==> config.mk <==
export PLATFORM = sky130hd
export DESIGN_NAME = perf_counter_bank
export DESIGN_NICKNAME = d
export VERILOG_FILES = /design/src/rtl/perf_pkg.sv /design/src/rtl/perf_evt_mux.sv /design/src/rtl/perf_cnt_slot.sv /design/src/rtl/perf_reg_if.sv /design/src/rtl/perf_counter_bank.sv
export SDC_FILE = /design/constraint.sdc
export NUM_CORES = 1
export LEC_CHECK = 0
export ABC_AREA = 1
export CORE_MARGIN = 1
export CORE_UTILIZATION = 25
export CTS_BUF_LIST = sky130_fd_sc_hd__clkbuf_8
export CTS_CLUSTER_SIZE = 24
export DETAILED_ROUTE_END_ITERATION = 7
export DONT_BUFFER_PORTS = 1
export PLACE_DENSITY = 0.5
export SYNTH_ARGS = -nofsm -noshare
export SYNTH_HDL_FRONTEND = slang
export SYNTH_SLANG_ARGS = --single-unit
==> constraint.sdc <==
create_clock -name clk -period 3.21 [get_ports clk]
set_input_delay 0.1605 -clock clk [delete_from_list [all_inputs] [get_ports clk]]
set_output_delay 0.1605 -clock clk [all_outputs]
set_load 0.05 [all_outputs]
==> src/rtl/perf_pkg.sv <==
package perf_pkg;
    localparam int COR_BIT = 8;

    typedef enum logic {
        REGION_CFG = 1'b0,
        REGION_CNT = 1'b1
    } region_e;
endpackage

==> src/rtl/perf_evt_mux.sv <==
module perf_evt_mux #(
    parameter int NUM_EVT = 54,
    parameter int SEL_W   = 6
) (
    input  logic [NUM_EVT-1:0] evts,
    input  logic [SEL_W-1:0]   sel,
    output logic               hit
);
    localparam int PAD_W = 2 ** SEL_W;

    logic [PAD_W-1:0] pad;
    logic             unused_bit0;

    assign unused_bit0 = evts[0];

    always_comb begin
        pad                = '0;
        pad[NUM_EVT-1:1]   = evts[NUM_EVT-1:1];
        pad[0]             = 1'b1;
        hit                = pad[sel];
    end
endmodule

==> src/rtl/perf_cnt_slot.sv <==
module perf_cnt_slot #(
    parameter int CNT_W = 64,
    parameter int SEL_W = 6
) (
    input  logic             clk,
    input  logic             rst_n,
    input  logic             cfg_we,
    input  logic [SEL_W-1:0] cfg_sel,
    input  logic             cfg_cor,
    input  logic             rd_cnt,
    input  logic             hit,
    output logic [CNT_W-1:0] cnt,
    output logic [SEL_W-1:0] sel,
    output logic             cor
);
    typedef struct packed {
        logic [CNT_W-1:0] cnt;
        logic [SEL_W-1:0] sel;
        logic             cor;
    } slot_t;

    slot_t st_d, st_q;

    always_comb begin
        st_d = st_q;
        if (rd_cnt && st_q.cor) begin
            st_d.cnt = CNT_W'(hit);
        end else begin
            st_d.cnt = st_q.cnt + CNT_W'(hit);
        end
        if (cfg_we) begin
            st_d.sel = cfg_sel;
            st_d.cor = cfg_cor;
        end
    end

    always_ff @(posedge clk or negedge rst_n) begin
        if (!rst_n) begin
            st_q <= '0;
        end else begin
            st_q <= st_d;
        end
    end

    assign cnt = st_q.cnt;
    assign sel = st_q.sel;
    assign cor = st_q.cor;
endmodule

==> src/rtl/perf_reg_if.sv <==
module perf_reg_if
    import perf_pkg::*;
#(
    parameter int NUM_CNT = 4,
    parameter int CNT_W   = 64,
    parameter int SEL_W   = 6,
    parameter int IDX_W   = 2
) (
    input  logic                            clk,
    input  logic                            rst_n,
    input  logic                            reg_wr,
    input  logic                            reg_rd,
    input  logic [IDX_W:0]                  reg_addr,
    input  logic [CNT_W-1:0]                reg_wdata,
    input  logic [NUM_CNT-1:0][CNT_W-1:0]   cnt_all,
    input  logic [NUM_CNT-1:0][SEL_W-1:0]   sel_all,
    input  logic [NUM_CNT-1:0]              cor_all,
    output logic [NUM_CNT-1:0]              cfg_we,
    output logic [NUM_CNT-1:0]              rd_cnt,
    output logic [SEL_W-1:0]                cfg_sel,
    output logic                            cfg_cor,
    output logic [CNT_W-1:0]                reg_rdata,
    output logic                            reg_rvalid
);
    typedef struct packed {
        logic [CNT_W-1:0] rdata;
        logic             rvalid;
    } rb_t;

    rb_t               rb_d, rb_q;
    region_e           region;
    logic [IDX_W-1:0]  idx;
    logic [CNT_W-1:0]  cfg_word;
    logic              unused_wdata;

    assign region       = region_e'(reg_addr[IDX_W]);
    assign idx          = reg_addr[IDX_W-1:0];
    assign cfg_sel      = reg_wdata[SEL_W-1:0];
    assign cfg_cor      = reg_wdata[COR_BIT];
    assign unused_wdata = ^{reg_wdata[CNT_W-1:COR_BIT+1], reg_wdata[COR_BIT-1:SEL_W]};

    for (genvar i = 0; i < NUM_CNT; i++) begin : g_dec
        assign cfg_we[i] = reg_wr && (region == REGION_CFG) && (idx == IDX_W'(i));
        assign rd_cnt[i] = reg_rd && (region == REGION_CNT) && (idx == IDX_W'(i));
    end

    always_comb begin
        cfg_word          = '0;
        cfg_word[SEL_W-1:0] = sel_all[idx];
        cfg_word[COR_BIT] = cor_all[idx];
    end

    always_comb begin
        rb_d = '0;
        if (reg_rd) begin
            rb_d.rvalid = 1'b1;
            rb_d.rdata  = (region == REGION_CNT) ? cnt_all[idx] : cfg_word;
        end
    end

    always_ff @(posedge clk or negedge rst_n) begin
        if (!rst_n) begin
            rb_q <= '0;
        end else begin
            rb_q <= rb_d;
        end
    end

    assign reg_rdata  = rb_q.rdata;
    assign reg_rvalid = rb_q.rvalid;
endmodule

==> src/rtl/perf_counter_bank.sv <==
module perf_counter_bank #(
    parameter int NUM_CNT = 4,
    parameter int CNT_W   = 64,
    parameter int NUM_EVT = 54
) (
    input  logic                       clk,
    input  logic                       rst_n,
    input  logic                       reg_wr,
    input  logic                       reg_rd,
    input  logic [$clog2(NUM_CNT):0]   reg_addr,
    input  logic [CNT_W-1:0]           reg_wdata,
    output logic [CNT_W-1:0]           reg_rdata,
    output logic                       reg_rvalid,
    input  logic [NUM_EVT-1:0]         evt_in
);
    localparam int IDX_W = $clog2(NUM_CNT);
    localparam int SEL_W = $clog2(NUM_EVT);

    logic [NUM_CNT-1:0][CNT_W-1:0] cnt_all;
    logic [NUM_CNT-1:0][SEL_W-1:0] sel_all;
    logic [NUM_CNT-1:0]            cor_all;
    logic [NUM_CNT-1:0]            cfg_we;
    logic [NUM_CNT-1:0]            rd_cnt;
    logic [NUM_CNT-1:0]            hit;
    logic [SEL_W-1:0]              cfg_sel;
    logic                          cfg_cor;

    perf_reg_if #(
        .NUM_CNT (NUM_CNT),
        .CNT_W   (CNT_W),
        .SEL_W   (SEL_W),
        .IDX_W   (IDX_W)
    ) u_reg_if (
        .clk        (clk),
        .rst_n      (rst_n),
        .reg_wr     (reg_wr),
        .reg_rd     (reg_rd),
        .reg_addr   (reg_addr),
        .reg_wdata  (reg_wdata),
        .cnt_all    (cnt_all),
        .sel_all    (sel_all),
        .cor_all    (cor_all),
        .cfg_we     (cfg_we),
        .rd_cnt     (rd_cnt),
        .cfg_sel    (cfg_sel),
        .cfg_cor    (cfg_cor),
        .reg_rdata  (reg_rdata),
        .reg_rvalid (reg_rvalid)
    );

    for (genvar i = 0; i < NUM_CNT; i++) begin : g_slot
        perf_evt_mux #(
            .NUM_EVT (NUM_EVT),
            .SEL_W   (SEL_W)
        ) u_mux (
            .evts (evt_in),
            .sel  (sel_all[i]),
            .hit  (hit[i])
        );

        perf_cnt_slot #(
            .CNT_W (CNT_W),
            .SEL_W (SEL_W)
        ) u_slot (
            .clk     (clk),
            .rst_n   (rst_n),
            .cfg_we  (cfg_we[i]),
            .cfg_sel (cfg_sel),
            .cfg_cor (cfg_cor),
            .rd_cnt  (rd_cnt[i]),
            .hit     (hit[i]),
            .cnt     (cnt_all[i]),
            .sel     (sel_all[i]),
            .cor     (cor_all[i])
        );
    end
endmodule

==> impl_metrics.env, run 1 <==
export IMPL_final_common_cell="nand2_1"
export IMPL_synth_area_top_cells="dfrtp_1, nand2_1, nor2_1, nand3_1, xor2_1"
export IMPL_synth_compound_area_share_pct=9.09
export IMPL_syn_to_final_growth_pct=16.0
export IMPL_grt_pass1_vias=21329
export IMPL_clkSinkCount=349
export IMPL_synthFlopType="dfrtp_1"
export IMPL_dieArea_mm2=0.0887
export IMPL_gp_congestion=0.955
export IMPL_avgSynthCellArea_um2=7.07
export IMPL_io_pins=190
export IMPL_first_iter_violations=2379
export IMPL_wl_per_cell_um=22.0
export IMPL_layout_nets=3307
export IMPL_worstPathRequired_ps=3740
export IMPL_timing_final_crit_share_pct=94.7
export IMPL_grt_pass1_wl_mm=142
export IMPL_die_w_um=298
export IMPL_numCtsBuffers=70
export IMPL_grt_use_total_pct=21.4
export IMPL_yosysWarnings=0
export IMPL_cp_arrival_ps=3570
export IMPL_mostFrequentLayoutCells="nand2_1, nor2_1, dfrtp_1"
export IMPL_ys_seq_area_share_pct=39.9
export IMPL_via_count=22225
export IMPL_drv_cap=0
export IMPL_tritoncts="built"
export IMPL_max_slew_margin_pct=9.07
export IMPL_num_rows=108
export IMPL_die_h_um=298
export IMPL_failed_checks="hold timing"
export IMPL_clkTransAtPathRegs_ps=60
export IMPL_ant_nets=0
export IMPL_postPlaceCellArea_mm2=0.0237
export IMPL_synth_top_family_by_area="simple AND/OR/NAND/NOR gates"
export IMPL_dpl_hpwl_mm=74.3
export IMPL_hold_buffers=12
export IMPL_finalMaxSlewViolations=0
export IMPL_h_tree_depth=3
export IMPL_hold_class="input pin to async pin"
export IMPL_worstSetupPathType="flop to flop"
export IMPL_synth_cell_types=43
export IMPL_cp_start_kind="flop"
export IMPL_cts_buffer_depth=3
export IMPL_synth_simple_area_share_pct=36.7
export IMPL_cp_end_kind="flop"
export IMPL_fmax_mhz=329
export IMPL_hold_violations=349
export IMPL_grt_start_max_net_pins=350
export IMPL_leakagePower_nw=10.8
export IMPL_power_density_mw_per_mm2=557
export IMPL_status="finished with violations"
export IMPL_worst_slew_pin_slew_ps=1360
export IMPL_holdWs_ps=-724
export IMPL_final_area_mm2=0.0254
export IMPL_synthesis_instances=3094
export IMPL_regArea_mm2=0.00874
export IMPL_core_area_mm2=0.0868
export IMPL_drive_above_1_share_pct=9.40
export IMPL_viasPerCell=5.08
export IMPL_yosys_area_share_xor_xnor_pct=6.37
export IMPL_antenna_found_initial=3
export IMPL_yosys_mux_area_fraction_pct=0
export IMPL_fillers=9621
export IMPL_io_buffer_count=0
export IMPL_syn_cell_area_mm2=0.0219
export IMPL_synthArstFlopShare_pct=100
export IMPL_multiInputGateArea_mm2=0.0116
export IMPL_cts_root_buf="clkbuf_8"
export IMPL_skew_ps=40.4
export IMPL_post_route_min_period_ps=3040
export IMPL_syn_nets=3227
export IMPL_synth_top_area_share_pct=39.9
export IMPL_netlist_top_cell_by_area="dfrtp_1"
export IMPL_worstSkewPairLatency_ps=680
export IMPL_route_detailed_drc=0
export IMPL_crit_fanout=19
export IMPL_start_util_pct=25.2
export IMPL_synth_seq_cells=349
export IMPL_synth_edff_count=0
export IMPL_drt_pass1_iterations=6
export IMPL_setup_viol=0
export IMPL_yosys_area_share_adder_pct=0.458
export IMPL_grt_overflow_total=0
export IMPL_post_route_util_pct=29.3
export IMPL_vdd_drop_max_v=0.000233
export IMPL_routed_wl_mm=96.4
## registers in the layout, summed over array words and instances (netlist names)
register / count
g_slot.u_slot.cnt: 256
g_slot.u_slot.cor: 4
g_slot.u_slot.sel: 24
u_reg_if.reg_rdata: 64
u_reg_if.reg_rvalid: 1
## cell usage after synthesis, types with 2 or more instances
cell       count
dfrtp_1      349
nor2_2        17
nor2_4         2
o211ai_1       6
o21a_1         2
a21oi_1       65
nor3b_1        8
nand3b_1      12
or2_2          3
nor4_1         6
buf_4          2
nand2_1      715
a22oi_1       35
a22o_1         3
and2_1         5
buf_2         48
o21ai_0       99
a31oi_1        4
nor3_2        21
nand2_2        6
nor2_1       555
ha_1           8
nor3_1       140
nand3_1      265
xnor2_1       12
clkinv_1       2
inv_1        306
and3_1         2
nand4_1       82
a221oi_1      48
xor2_1       147
nand3_2        2
o2111ai_1      3
a21o_1         3
clkbuf_1      47
o221ai_1       9
nor3_4         4
inv_2         10
o22ai_1       37
## per-layer routing
metal | wire length, um | share of wire, % | track usage, % | vias up
met4 | 2380 | 2.5 | 5.62 | 2
li1 | - | - | - | 10343
met2 | 41900 | 43 | 32.6 | 939
met1 | 44000 | 46 | 30.8 | 10804
met3 | 8090 | 8.4 | 4.15 | 137
met5 | 11 | 0.011 | 0 | -
## critical path, stage by stage (launching register included)
cell      delay, ps
dfrtp_1         390
clkinv_1        140
buf_12          180
nand2_1          60
nand3_1          70
nand3_1          90
nand3_1         120
nand2_1         140
nand2_1          60
nand2_1          60
nand2_1          50
nand2_1         120
ha_1            190
nand2_1          60
inv_1            90
nand3_2         140
nor2_1          260
nand4_1         270
nor2_1          200
xor2_1          160
nor2_1           50
## power breakdown
part / switching (W) / internal, W
Clock: 0.00218 / 0.00257
Combinational: 0.00234 / 0.00115
Sequential: 0.000878 / 0.00500
Total: 0.00540 / 0.00873
## path summary, 6_finish.rpt
path / startpoint / end / slack, ps / cells after the start
worst max register to register: g_slot[3].u_slot.sel[0] / g_slot[3].u_slot.cnt[61] / 170 / 20
worst min register to register: g_slot[1].u_slot.cor / g_slot[1].u_slot.cor / 510 / 2
worst max-delay path: g_slot[3].u_slot.sel[0] / g_slot[3].u_slot.cnt[61] / 170 / 20
min in group clk: evt_in[1] / g_slot[3].u_slot.cnt[0] / 140 / 8
worst min-delay path: rst_n / u_reg_if.reg_rdata[27] / -720 / 0
max in group asynchronous: rst_n / g_slot[0].u_slot.sel[1] / 2810 / 0
## repair_timing
action / CTS / global route
gates resized for setup: 1 / 46
hold endpoints to repair: 398 / 349
pin swaps: 0 / 3
setup buffers: 0 / 2
setup endpoints to repair: 1 / 69
## metrics by stage
| step | total power, W | setup slack (ps) | TNS (ps) | hold WS, ps | instances |
|---|---|---|---|---|---|
| 6_report | 0.0141 | 171 | 0 | -724 | 4379 |
| 5_1_grt | 0.0149 | -17.1 | -18.1 | -789 | 4379 |
| 4_1_cts | 0.0141 | 6.08 | 0 | -846 | 4376 |
| 3_5_place_dp | 0.00924 | 34.4 | 0 | -84.5 | 4243 |
| 3_3_place_gp | 0.00923 | 55.7 | 0 | -81.5 | 4243 |
| 2_1_floorplan | 0.00775 | 713 | 0 | -135 | 3094 |
## cell type report
| class | count | share of cell area (%) |
|---|---|---|
| multi-input combinational | 2329 | 45.9 |
| tap | 1155 | 5.69 |
| clock inverter | 36 | 0.937 |
| antenna | 1 | 0.00986 |
| inverter | 318 | 4.70 |
| timing repair buffer | 106 | 3.74 |
| clock buffer | 85 | 4.61 |
| sequential | 349 | 34.4 |
## cell families after synthesis
logic type / Yosys count
DFF: 349
adders and majority gates: 8
and+or+nand+nor: 1846
buffers and inverters: 416
xor gates and xnor gates: 159
AOI/OAI and AO/OA: 316
Note: power is estimated with default switching activity, not from simulation.
==> run 2, diff against run 1 <==
Clock period 3.21 ns to 3.75 ns, I/O delays scaled along.
==> run 2 against run 1 <==
  * The run ends with hold timing, slew limit left
  * Sequential cell count did not move
  * Maximum frequency down 11%
  * Power fell by 18%
  * Register-to-register slack gained 160 ps
  * Critical endpoint is now g_slot[3].u_slot.cnt[56]
==> impl_metrics.env, run 2 (same netlist as run 1, synthesis figures left out) <==
export IMPL_fmax_mhz=293
export IMPL_final_common_cell="nand2_1"
export IMPL_wl_per_cell_um=21.9
export IMPL_syn_to_final_growth_pct=12.6
export IMPL_layout_nets=3246
export IMPL_grt_start_max_net_pins=350
export IMPL_route_detailed_drc=0
export IMPL_tritoncts="built"
export IMPL_core_area_mm2=0.0868
export IMPL_cp_start_kind="flop"
export IMPL_io_buffer_count=0
export IMPL_hold_violations=349
export IMPL_die_w_um=298
export IMPL_die_h_um=298
export IMPL_drive_above_1_share_pct=6.69
export IMPL_failed_checks="hold timing, slew limit"
export IMPL_fillers=9635
export IMPL_reg2reg_to="g_slot[3].u_slot.cnt[56]"
export IMPL_crit_slowest_cell="inv_1"
export IMPL_num_rows=108
export IMPL_gp_congestion=0.983
export IMPL_setup_tns_ps=0
export IMPL_post_route_util_pct=28.4
export IMPL_clkTransAtPathRegs_ps=60
export IMPL_worst_slew_pin_slew_ps=1870
export IMPL_timing_final_crit_share_pct=91.0
export IMPL_cpMostUsedCell="nand2_1"
export IMPL_leakagePower_nw=10.4
export IMPL_status="finished with violations"
export IMPL_post_route_min_period_ps=3410
export IMPL_path_delay_family="simple AND/OR/NAND/NOR gates"
export IMPL_crit_buf_inv=2
export IMPL_grt_overflow_total=0
export IMPL_rsz0062_at_grt="false"
export IMPL_first_iter_violations=2290
export IMPL_grt_pass1_wl_mm=138
export IMPL_mostFrequentLayoutCells="nand2_1, nor2_1, dfrtp_1"
export IMPL_antenna_found_initial=4
export IMPL_hold_class="input pin to async pin"
export IMPL_finalMaxSlewViolations=231
export IMPL_reg2reg_slack_ps=340
export IMPL_max_slew_margin_pct=-24.8
export IMPL_vdd_drop_max_v=0.000241
export IMPL_dieArea_mm2=0.0887
export IMPL_io_pins=190
export IMPL_setup_viol=0
export IMPL_cp_arrival_ps=3960
export IMPL_regToRegStartpoint="g_slot[3].u_slot.sel[1]"
export IMPL_h_tree_depth=3
export IMPL_worstSkewPairLatency_ps=680
export IMPL_worstPathCellList="inv_1 -> nand3_1 -> o21ai_0 -> nand2_1 -> nand2_1 -> nand3_1 -> nand2_1 -> nand2_1 -> nand2_1 -> ha_1 -> nand2_1 -> nor2_2 -> nand2_2 -> inv_1 -> nand2_1 -> nor2_1 -> xor2_1 -> nor2_1"
export IMPL_crit_fanout=15
export IMPL_hold_buffers=9
export IMPL_dpl_hpwl_mm=73.0
export IMPL_worstPathRequired_ps=4290
export IMPL_start_util_pct=25.2
export IMPL_drt_pass1_iterations=8
export IMPL_viasPerCell=5.06
export IMPL_cts_root_buf="clkbuf_8"
export IMPL_power_density_mw_per_mm2=470
export IMPL_clkSinkCount=349
export IMPL_routed_wl_mm=94.2
export IMPL_drv_cap=0
export IMPL_holdWs_ps=-708
export IMPL_ant_nets=0
export IMPL_skew_ps=44.9
export IMPL_ff2ff_path_depth=18
export IMPL_grt_use_total_pct=20.9
export IMPL_via_count=21836
export IMPL_grt_pass1_vias=20879
export IMPL_cp_end_kind="flop"
export IMPL_worstSetupPathType="flop to flop"
export IMPL_slowest_delay_ps=490
export IMPL_cts_buffer_depth=3
export IMPL_numCtsBuffers=67
export IMPL_largest_reg_flops=256
-- run 2: cell types whose count changed in the layout (fill, tap and decap cells not counted), sizes merged, moves of 2 or more --
| cell | previous run | this run |
|---|---|---|
| clkinvlp | 1 | 5 |
| clkbuf | 85 | 80 |
| dlygate4sd3 | 12 | 9 |
| diode | 1 | 3 |
| buf | 94 | 39 |
| inv | 337 | 328 |
-- run 2: cell type report --
type	instances	area [um^2]	share of cell area [%]
Clock buffer	80	1100	4.47
Sequential cell	349	8730	35.5
Tap cell	1155	1450	5.87
Antenna cell	3	7.51	0.0305
Timing Repair Buffer	48	408	1.66
Inverter	318	1200	4.89
Multi-Input combinational cell	2329	11500	46.9
Clock inverter	31	183	0.742
-- run 2: stage by stage --
stage | hold WS, ps | instances | total power (W) | instance area (um^2) | setup WS (ps)
after global placement | -57.7 | 4190 | 0.00772 | 23200 | 364
after detailed placement | -56.1 | 4190 | 0.00774 | 23200 | 347
after CTS | -781 | 4310 | 0.0116 | 24600 | 282
after floorplan | -108 | 3094 | 0.00663 | 21900 | 1250
final | -708 | 4313 | 0.0116 | 24600 | 336
after global routing | -782 | 4312 | 0.0121 | 24600 | 80.1
-- run 2: worst reg2reg max path: stages (launching register included) --
cell	delay, ps
dfrtp_1	370
inv_1	490
nand3_1	140
o21ai_0	160
nand2_1	90
nand2_1	130
nand3_1	80
nand2_1	80
nand2_1	40
nand2_1	130
ha_1	180
nand2_1	120
nor2_2	270
nand2_2	150
inv_1	190
nand2_1	180
nor2_1	260
xor2_1	170
nor2_1	50
-- run 2: worst max-delay path by stage --
stage | end | from | depth (start not counted) | slack, ps
detailed placement | g_slot[0].u_slot.cnt[36] | g_slot[0].u_slot.sel[1] | 19 | 350
CTS | g_slot[0].u_slot.cnt[36] | g_slot[0].u_slot.sel[1] | 19 | 280
global route | g_slot[3].u_slot.cnt[62] | g_slot[3].u_slot.sel[1] | 18 | 80
floorplan | g_slot[1].u_slot.cnt[35] | g_slot[1].u_slot.sel[2] | 18 | 1250
global placement | g_slot[0].u_slot.cnt[36] | g_slot[0].u_slot.sel[0] | 19 | 360
finish | g_slot[3].u_slot.cnt[56] | g_slot[3].u_slot.sel[1] | 18 | 340
-- run 2: what timing repair did --
action                                 in CTS  in global routing
endpoints found under the hold margin     385                349
setup buffers                               0                  0
setup endpoints to repair                   0                  8
resized for setup                           0                  6
-- run 2: metal layers --
| metal | global-route usage (%) | vias to the layer above | part of all wire [%] |
|---|---|---|---|
| li1 | - | 10216 | - |
| met3 | 5.00 | 131 | 8.9 |
| met1 | 29.4 | 10596 | 45 |
| met4 | 4.69 | 2 | 2.0 |
| met2 | 32.2 | 891 | 44 |
| met5 | 0 | - | 0.0085 |
-- run 2: report_power, final --
part	total (W)	switching, W	internal [W]
sequential	0.00501	0.000728	0.00428
combinational	0.00277	0.00195	0.000821
clock	0.00379	0.00179	0.00200
